## config.mk

```make
export PLATFORM = sky130hd
export DESIGN_NAME = win_watchdog
export DESIGN_NICKNAME = d
export VERILOG_FILES = /design/src/rtl/wdg_pkg.sv /design/src/rtl/wdg_prescaler.sv /design/src/rtl/wdg_core.sv /design/src/rtl/wdg_status.sv /design/src/rtl/win_watchdog.sv
export SDC_FILE = /design/constraint.sdc
export NUM_CORES = 1
export LEC_CHECK = 0
export ABC_CLOCK_PERIOD_IN_PS = 2300
export BUFFER_PORTS_ARGS = -buffer_cell sky130_fd_sc_hd__buf_4
export CAP_MARGIN = 20
export CORE_MARGIN = 5
export CORE_UTILIZATION = 35
export CTS_CLUSTER_DIAMETER = 150
export CTS_CLUSTER_SIZE = 30
export DETAILED_ROUTE_END_ITERATION = 16
export HOLD_SLACK_MARGIN = 0.06
export PLACE_DENSITY = 0.6
export SYNTH_ARGS = -nofsm -noshare
export SYNTH_HDL_FRONTEND = slang
export SYNTH_SLANG_ARGS = --single-unit
```

## constraint.sdc

```tcl
create_clock -name clk -period 2.3 [get_ports clk]
set_input_delay 0.23 -clock clk [delete_from_list [all_inputs] [get_ports clk]]
set_output_delay 0.23 -clock clk [all_outputs]
set_load 0.005 [all_outputs]
```

## src/rtl/wdg_pkg.sv

```systemverilog
`timescale 1ns/1ps
package wdg_pkg;
   typedef enum logic [1:0] {
      SEL_CTRL = 2'd0,
      SEL_CFG  = 2'd1,
      SEL_STAT = 2'd2
   } wdg_sel_e;
endpackage

```

## src/rtl/wdg_prescaler.sv

```systemverilog
`timescale 1ns/1ps
module wdg_prescaler #(
   parameter int BASE_DIV = 4096,
   parameter int TB_W     = 2
) (
   input  logic            clk,
   input  logic            rst_n,
   input  logic [TB_W-1:0] tb,
   output logic            tick
);
   localparam int BASE_W = (BASE_DIV > 2) ? $clog2(BASE_DIV) : 1;
   localparam int SUB_W  = (1 << TB_W) - 1;

   generate
      if (BASE_DIV < 2) begin : g_bad_div
         $error("wdg_prescaler: BASE_DIV must be at least 2");
      end
      if (TB_W < 1 || TB_W > 3) begin : g_bad_tb
         $error("wdg_prescaler: TB_W must be 1 to 3");
      end
   endgenerate

   logic [BASE_W-1:0] base_q;
   logic [SUB_W-1:0]  sub_q;
   logic [SUB_W:0]    one_sh;
   logic [SUB_W-1:0]  mask;
   logic              base_wrap;

   assign base_wrap = (base_q == BASE_W'(BASE_DIV - 1));
   assign one_sh    = (SUB_W+1)'(1) << tb;
   assign mask      = SUB_W'(one_sh - (SUB_W+1)'(1));
   assign tick      = base_wrap && ((sub_q & mask) == mask);

   always_ff @(posedge clk or negedge rst_n) begin
      if (!rst_n) begin
         base_q <= '0;
         sub_q  <= '0;
      end else begin
         base_q <= base_wrap ? '0 : base_q + 1'b1;
         if (base_wrap) sub_q <= sub_q + 1'b1;
      end
   end

   assert_tick_spacing_R2: assert property (@(posedge clk) disable iff (!rst_n)
      tick |=> !tick);
endmodule

```

## src/rtl/wdg_core.sv

```systemverilog
`timescale 1ns/1ps
module wdg_core #(
   parameter int CNT_W = 7
) (
   input  logic             clk,
   input  logic             rst_n,
   input  logic             tick,
   input  logic             ctrl_wr,
   input  logic [CNT_W-1:0] wr_cnt,
   input  logic             wr_act,
   input  logic [CNT_W-1:0] win,
   output logic [CNT_W-1:0] cnt,
   output logic             active,
   output logic             rst_req,
   output logic             early_hit
);
   localparam logic [CNT_W-1:0] EXP_VAL = CNT_W'(1) << (CNT_W - 1);
   localparam logic [CNT_W-1:0] PRE_VAL = EXP_VAL + CNT_W'(1);

   generate
      if (CNT_W < 3) begin : g_bad_cnt
         $error("wdg_core: CNT_W must be at least 3");
      end
   endgenerate

   logic act_next, bad_write, expire;

   assign act_next  = active | (ctrl_wr & wr_act);
   assign bad_write = ctrl_wr && act_next && (!wr_cnt[CNT_W-1] || (cnt > win));
   assign expire    = !ctrl_wr && tick && active && (cnt == EXP_VAL);
   assign early_hit = !ctrl_wr && tick && (cnt == PRE_VAL);

   always_ff @(posedge clk or negedge rst_n) begin
      if (!rst_n) begin
         cnt     <= {CNT_W{1'b1}};
         active  <= 1'b0;
         rst_req <= 1'b0;
      end else begin
         active  <= act_next;
         rst_req <= (bad_write || expire) && !rst_req;
         if (ctrl_wr)   cnt <= wr_cnt;
         else if (tick) cnt <= cnt - 1'b1;
      end
   end

   assert_act_sticky_R3: assert property (@(posedge clk) disable iff (!rst_n)
      active |=> active);
   assert_count_step_R2: assert property (@(posedge clk) disable iff (!rst_n)
      (tick && !ctrl_wr) |=> cnt == CNT_W'($past(cnt) - 1'b1));
   assert_count_hold_R2: assert property (@(posedge clk) disable iff (!rst_n)
      (!tick && !ctrl_wr) |=> $stable(cnt));
   assert_quiet_idle_R4: assert property (@(posedge clk) disable iff (!rst_n)
      (!active && !(ctrl_wr && wr_act)) |=> !rst_req);
   assert_sw_reset_R5: assert property (@(posedge clk) disable iff (!rst_n)
      (active && ctrl_wr && !wr_cnt[CNT_W-1] && !rst_req) |=> rst_req);
   assert_one_pulse_R9: assert property (@(posedge clk) disable iff (!rst_n)
      rst_req |=> !rst_req);
endmodule

```

## src/rtl/wdg_status.sv

```systemverilog
`timescale 1ns/1ps
module wdg_status (
   input  logic clk,
   input  logic rst_n,
   input  logic early_hit,
   input  logic clr_wr,
   input  logic clr_val,
   input  logic ewi,
   output logic flag,
   output logic irq
);
   always_ff @(posedge clk or negedge rst_n) begin
      if (!rst_n)                 flag <= 1'b0;
      else if (early_hit)         flag <= 1'b1;
      else if (clr_wr && !clr_val) flag <= 1'b0;
   end

   assign irq = flag & ewi;

   assert_flag_set_R7: assert property (@(posedge clk) disable iff (!rst_n)
      early_hit |=> flag);
   assert_flag_keep_R8: assert property (@(posedge clk) disable iff (!rst_n)
      (flag && !(clr_wr && !clr_val)) |=> flag);
endmodule

```

## src/rtl/win_watchdog.sv

```systemverilog
`timescale 1ns/1ps
module win_watchdog
   import wdg_pkg::*;
#(
   parameter int BASE_DIV = 4096,
   parameter int CNT_W    = 7,
   parameter int TB_W     = 2,
   parameter int DATA_W   = CNT_W + TB_W + 1
) (
   input  logic              clk,
   input  logic              rst_n,
   input  logic              wr_en,
   input  logic [1:0]        wr_sel,
   input  logic [DATA_W-1:0] wr_data,
   input  logic [1:0]        rd_sel,
   output logic [DATA_W-1:0] rd_data,
   output logic              rst_req,
   output logic              irq
);
   localparam int TB_LO  = CNT_W;
   localparam int EWI_BT = CNT_W + TB_W;

   generate
      if (DATA_W != CNT_W + TB_W + 1) begin : g_bad_w
         $error("win_watchdog: DATA_W must equal CNT_W + TB_W + 1");
      end
   endgenerate

   logic [CNT_W-1:0] win_q, cnt;
   logic [TB_W-1:0]  tb_q;
   logic             ewi_q, tick, active, early_hit, flag;
   logic             ctrl_wr, cfg_wr, stat_wr;

   assign ctrl_wr = wr_en && (wdg_sel_e'(wr_sel) == SEL_CTRL);
   assign cfg_wr  = wr_en && (wdg_sel_e'(wr_sel) == SEL_CFG);
   assign stat_wr = wr_en && (wdg_sel_e'(wr_sel) == SEL_STAT);

   always_ff @(posedge clk or negedge rst_n) begin
      if (!rst_n) begin
         win_q <= {CNT_W{1'b1}};
         tb_q  <= '0;
         ewi_q <= 1'b0;
      end else if (cfg_wr) begin
         win_q <= wr_data[CNT_W-1:0];
         tb_q  <= wr_data[TB_LO +: TB_W];
         ewi_q <= wr_data[EWI_BT];
      end
   end

   wdg_prescaler #(.BASE_DIV(BASE_DIV), .TB_W(TB_W)) u_pre (
      .clk (clk), .rst_n (rst_n), .tb (tb_q), .tick (tick)
   );

   wdg_core #(.CNT_W(CNT_W)) u_core (
      .clk (clk), .rst_n (rst_n), .tick (tick),
      .ctrl_wr (ctrl_wr), .wr_cnt (wr_data[CNT_W-1:0]), .wr_act (wr_data[CNT_W]),
      .win (win_q), .cnt (cnt), .active (active),
      .rst_req (rst_req), .early_hit (early_hit)
   );

   wdg_status u_stat (
      .clk (clk), .rst_n (rst_n), .early_hit (early_hit),
      .clr_wr (stat_wr), .clr_val (wr_data[0]), .ewi (ewi_q),
      .flag (flag), .irq (irq)
   );

   always_comb begin
      rd_data = '0;
      case (wdg_sel_e'(rd_sel))
         SEL_CTRL: rd_data = DATA_W'({active, cnt});
         SEL_CFG:  rd_data = {ewi_q, tb_q, win_q};
         SEL_STAT: rd_data = DATA_W'(flag);
         default:  rd_data = '0;
      endcase
   end

   assert_irq_gate_R7: assert property (@(posedge clk) disable iff (!rst_n)
      irq |-> (flag && ewi_q));
endmodule

```

; ---- Yosys cells after proc, flatten, opt, wreduce, memory -nomap -nowiden
; Cells that the tools add are included.
[word_totals]
memories = 0
latchBits = 0
output_inout_bits = 12
inputBits = 17
elab_cells = 55
mem_bits_rw = 0
romBits = 0
ff_bits = 35
[op_classes]
bitwise = 4
magnitude_cmp = 1
n_mux = 6
shift = 1
add_sub_neg = 4
eq_ne = 8
div = 0
reduce_logical = 22
n_mul = 0
[ops]
columns = cell, n
row1 = case mux 10 bit (3 select lines), 1
row2 = == test 7 bit (second input constant), 2
row3 = 2-to-1 mux 7 bit, 2
row4 = adder 12 x 1 -> 12 bit (second input constant), 1
row5 = == test 12 bit (second input constant), 1
row6 = logical AND 1 bit, 12
row7 = 2-to-1 mux 12 bit, 1
row8 = greater-than comparator 7 bit, 1
row9 = subtractor 7 x 1 -> 7 bit (second input constant), 1
row10 = == test 2 x 1 -> 1 bit (second input constant), 2
row11 = == test 2 bit (second input constant), 2
row12 = zero test 1 bit, 4
row13 = zero test 2 bit, 2
row14 = nonzero test 2 bit, 2
row15 = adder 3 x 1 -> 3 bit (second input constant), 1
row16 = bitwise AND 3 bit, 1
row17 = == test 3 bit, 1
row18 = << shifter 1 x 2 -> 3 bit (first input constant), 1
row19 = subtractor 3 x 1 -> 3 bit (second input constant), 1
row20 = bitwise AND 1 bit, 2
row21 = logical OR 1 bit, 2
row22 = 2-to-1 mux 1 bit, 2
row23 = bitwise OR 1 bit, 1

; ---- Logic depth before layout (Yosys ltp)
[depth]
depth_word = 10
ltp_mapped = 8
ltp_nobuf = 7

; ---- Hierarchy
; From an unflattened synthesis, not the netlist that was laid out.
[hier_totals]
cells_unflattened = 189
hier_area_um2 = 2043.2
[by_module_without_submodules]
columns = module, area_per_inst_um2, instances, seq_area_each_um2, cells_per_inst
row1 = wdg_prescaler, 726.9, 1, 375.4, 65
row2 = wdg_core, 680.7, 1, 234.0, 75
row3 = win_watchdog, 590.6, 1, 259.0, 45
row4 = wdg_status, 45.0, 1, 25.0, 4

; ---- Worst setup path after synthesis
; No wires, ideal clock.
[synth_path]
path_kind = register -> register
from = register u_pre.base_q[0]
to = register u_core.cnt[4]
period_less_slack_ns = 1.807
n_path_buf = 1
setup_time_ns = 0.077
stages_incl_launch_ff = 8
setup_slack_ns = 0.493
arrival_ns = 1.730
required_ns = 2.223
path_cell_list = dfrtp_1 ha_1 and4_4 and4_1 buf_4 nand3_4 or4_1 a31oi_1
[synth_between]
elab_chain_len = 3
[synth_rtl]
columns = element, line_no
row1 = "start, declared", wdg_prescaler.sv:23  ; logic [BASE_W-1:0] base_q;
row2 = "start signal, assigned", wdg_prescaler.sv:39  ; base_q <= base_wrap ? '0 : base_q + 1'b1;
row3 = == test 12 bit, wdg_prescaler.sv:29  ; assign base_wrap = (base_q == BASE_W'(BASE_DIV - 1));
row4 = logical AND 1 bit, wdg_prescaler.sv:32  ; assign tick = base_wrap && ((sub_q & mask) == mask);
row5 = nonzero test 2 bit (no source line), --
row6 = "end signal, assigned", wdg_core.sv:35  ; cnt <= {CNT_W{1'b1}};
row7 = "end signal, assigned", wdg_core.sv:41  ; if (ctrl_wr) cnt <= wr_cnt;
row8 = "end signal, assigned", wdg_core.sv:42  ; else if (tick) cnt <= cnt - 1'b1;
row9 = "end, declared", wdg_core.sv:12  ; output logic [CNT_W-1:0] cnt,
; No other way between the ends.
; A chain may end at the register's enable or synchronous reset.

; ---- Worst setup path in the final report
; Same ends and word-level chain as after synthesis.

==> results.txt <==
----------------------------------------------------
[Placement]
  Post-placement cell area ... 2240 sq um
  Final weighted congestion in routability-driven placement ... 0.788
  Placed wire-length estimate ... 3.04 mm
  Placed Cells ... 283
  Number of input and output port buffers inserted ... 28

[Floorplan]
  Core ar. ... 5470 sq um
  Chip height ... 84.9 um
  Standard-cell row count ... 27
  Initial Util ... 0.358
  Floorplan die area ... 7200 sq um
  Ports ... 29
  Width of the chip ... 84.9 um

[Flow run]
  Max cap viols ... 0

[Clock tree]
  Clock tree from TritonCTS ... yes
  Clock slew at reported path FFs ... 0.07 ns
  Buffer type at the clock tree root ... clkbuf_8
  Total number of H-tree levels ... 2
  Hold bufs inserted after CTS ... 1
  Skew-Pair Late Insertion Delay ... 0.29 ns
  Post-CTS repair timing setup buffer count ... 0
  TritonCTS Buffers ... 5
  CTS sink cnt ... 35
  Maximum clock path buffer count ... 2
  Number of gates resized after cts ... 0

[GRT]
  Number of global-route vias before repair ... 1439
  Wire length of the first global-routing pass ... 7.02 mm
  Global-route usage over all layers ... 0.124
  Final global-route overflow total ... 0
  Number of antenna violations at the first check in global routing ... 0
  Maximum number of pins on one net before global-route repair ... 36

[Min path]
  Startpoint of the lowest-slack hold path ... wr_data[9]
  Hold Crit Class ... input port to register

[Pwr]
  Switching part of the total power ... 0.283
  Relative contribution of the clock network to total power ... 0.286
  Overall power ... 0.00150 W
  Pint ... 0.00107 W
  Largest vdd supply drop ... 0.247 mV
  Static leakage ... 1.06 nW
  Logic pwr share ... 0.202
  Reg power frac ... 0.512
  Net Sw Power ... 0.000424 W
  Cell Pwr Density ... 643 nW/um^2

[Worst setup path]
  Required time of the worst setup path ... 2.51 ns
  Critical Path Source ... u_pre.base_q[0]
  Startpoint type of the worst setup path ... register
  Startpoint of the worst-slack reg-to-reg timing path ... u_pre.base_q[0]
  Top cell family by delay on the critical path ... simple AND/OR/NAND/NOR gates
  Master of the slowest instance on the critical path ... or4_1
  Worst-path cell chain ... ha_1, and4_4, and4_1, nand3_4, or4_1, a31oi_1
  Critical path's largest stage delay ... 0.40 ns
  Buffers and inverters on the worst path ... 0
  Critical path type ... register to register
  Worst-path fanout max ... 6
  Critical path data arrival time ... 2.20 ns
  Endpoint class of the critical path ... register

[Cells and area]
  Area grow syn2layout ... 18.7%
  Finished layout cell area ... 2330 sq um
  Filler-free cell count of the finished design ... 292
  Fraction of layout instances using a drive strength above 1 ... 0.286
  Most common cell after layout, fill and taps aside ... buf_4
  Most frequent cells in the layout ... 29 x buf_4, 23 x nor2_1, 21 x dfrtp_1, 14 x dfstp_2, 13 x nand2_1
  Antenna diode count ... 0
  Final net count ... 247

[Routing]
  Total vias in the final route ... 1429
  Post-route DRC ... 0
  DR pass1 iterations ... 4
  Via density per instance ... 4.89
  Starting DRC count in detailed routing ... 56
  Mean routed wirelength per cell ... 14.2 um
  DRT antenna net count ... 0
  Sum of routed wire length over all layers ... 4.14 mm

[Yosys]
  Syn_area_per_cell ... 10.4 sq um
  Fraction of the yosys area taken by sequential cells ... 0.455
  Cell area after synthesis ... 1960 sq um
  Async SR Flop Fraction ... 1.00
  Area fraction of the dominant cell type after synthesis ... 0.268
  Number of enable-type register cells in the synthesized netlist ... 0
  Cells taking the most area after synthesis ... dfrtp_1 27%, dfstp_2 19%, ha_1 7.0%, mux2_2 5.7%, mux2i_1 4.6%
  Mapped Nets ... 217
  Number of synthesized register bits ... 35
  Dominant cell type by area after synthesis ... dfrtp_1
  Total number of yosys warnings ... 0
  Number of distinct library cells after synthesis ... 38
  Flip-flop cell with the highest count after synthesis ... dfrtp_1
  Cell count after synthesis ... 189

[Timing]
  Unrepaired setup endpoints after global routing ... no
  Post-route clock skew ... 0.00600 ns
  Number of endpoints failing setup at the final stage ... 0
  Highest achievable clock rate ... 503 MHz
  Max-slew violations ... 0
  Total Neg Setup Slack ... 0 ns
  Final min period ... 1.99 ns
  Relative slew slack ... 0.597
  Final clock period utilization by the worst path ... 0.864
  Transition time at the pin with the least slew margin ... 0.603 ns
  Hold violation count in the final report ... 0
  Hold WS ... 0.171 ns

[Run status]
  Outcome ... finished clean

----------------------------------------------------
## cell type report
| class | instances | area [sq um] |
|---|---|---|
| Clock buffer | 7 | 76.3 |
| Clock inverter | 1 | 5.00 |
| Fill cell | 551 | 3140 |
| Inverter | 11 | 41.3 |
| Multi-Input combinational cell | 136 | 996 |
| Sequential cell | 35 | 893 |
| Tap cell | 72 | 90.1 |
| Timing Repair Buffer | 30 | 228 |
## layer usage
layer	global-route usage	part of all wire	up-vias
met5	0	0	-
met4	0.0432	0.013	0
met3	0.0379	0.045	4
met2	0.206	0.49	25
met1	0.154	0.45	687
li1	-	-	713
## worst register-to-register path: cells and delay by family (launching register included)
family | cells | cell delay (ns)
adder cells (fa/ha/maj) | 1 | 0.22
AND/OR/NAND/NOR | 4 | 1.14
AO/OA/AOI/OAI | 1 | 0.17
flip-flops | 1 | 0.39
## metrics by stage
| step | utilization | worst slack [ns] |
|---|---|---|
| floorplan | - | 0.493 |
| global placement | 0.409 | 0.376 |
| CTS | 0.426 | 0.315 |
| global route | 0.426 | 0.117 |
| finish | 0.426 | 0.312 |
| detailed placement | 0.409 | 0.340 |
## kinds of logic (layout without fill, tap and decap cells)
kind of cell | Yosys count | count (layout) | share of synthesized area
XOR/XNOR | 16 | 16 | 0.0714
buffers and inverters | 18 | 49 | 0.0370
AND/OR/NAND/NOR | 69 | 69 | 0.191
flip-flops | 35 | 35 | 0.455
multiplexers | 19 | 19 | 0.103
AO/OA/AOI/OAI | 21 | 21 | 0.0714
adder cells (fa/ha/maj) | 11 | 11 | 0.0702
## final timing paths
check / slack (ns) / endpoint / cells past startpoint
worst max-delay path: 0.31 / u_core.cnt[4] / 6
worst min-delay path: 0.17 / ewi_q / 2
worst max register to register: 0.31 / u_core.cnt[4] / 6
worst min register to register: 0.46 / u_pre.base_q[8] / 1
max in group asynchronous: 1.52 / win_q[3] / 2
min in group asynchronous: 0.43 / tb_q[1] / 2
## state kept, by name, summed over array words and instances (netlist names)
| signal | count |
|---|---|
| u_core.active | 1 |
| u_core.rst_req | 1 |
| u_pre.base_q | 12 |
| u_pre.sub_q | 3 |
| u_stat.flag | 1 |
| tb_q | 2 |
| ewi_q | 1 |
| win_q | 7 |
| u_core.cnt | 7 |
## cells in the mapped netlist (4+ instances only)
cell / instances
nor2_1: 23
dfrtp_1: 21
dfstp_2: 14
nand2_1: 13
ha_1: 11
inv_1: 11
mux2_2: 10
mux2i_1: 9
xor2_1: 9
o21ai_0: 8
a21oi_1: 7
xnor2_1: 7
nand3_1: 5
nand4_1: 5
clkbuf_1: 4
## power groups by stage
stage | Combinational, W | Clock (W) | Sequential (W)
floorplan | 0.000200 | 0 | 0.000758
CTS | 0.000309 | 0.000454 | 0.000767
global placement | 0.000300 | 0 | 0.000777
finish | 0.000302 | 0.000429 | 0.000768
detailed placement | 0.000307 | 0 | 0.000777
global route | 0.000343 | 0.000481 | 0.000777
(Power assumes the default switching activity.)
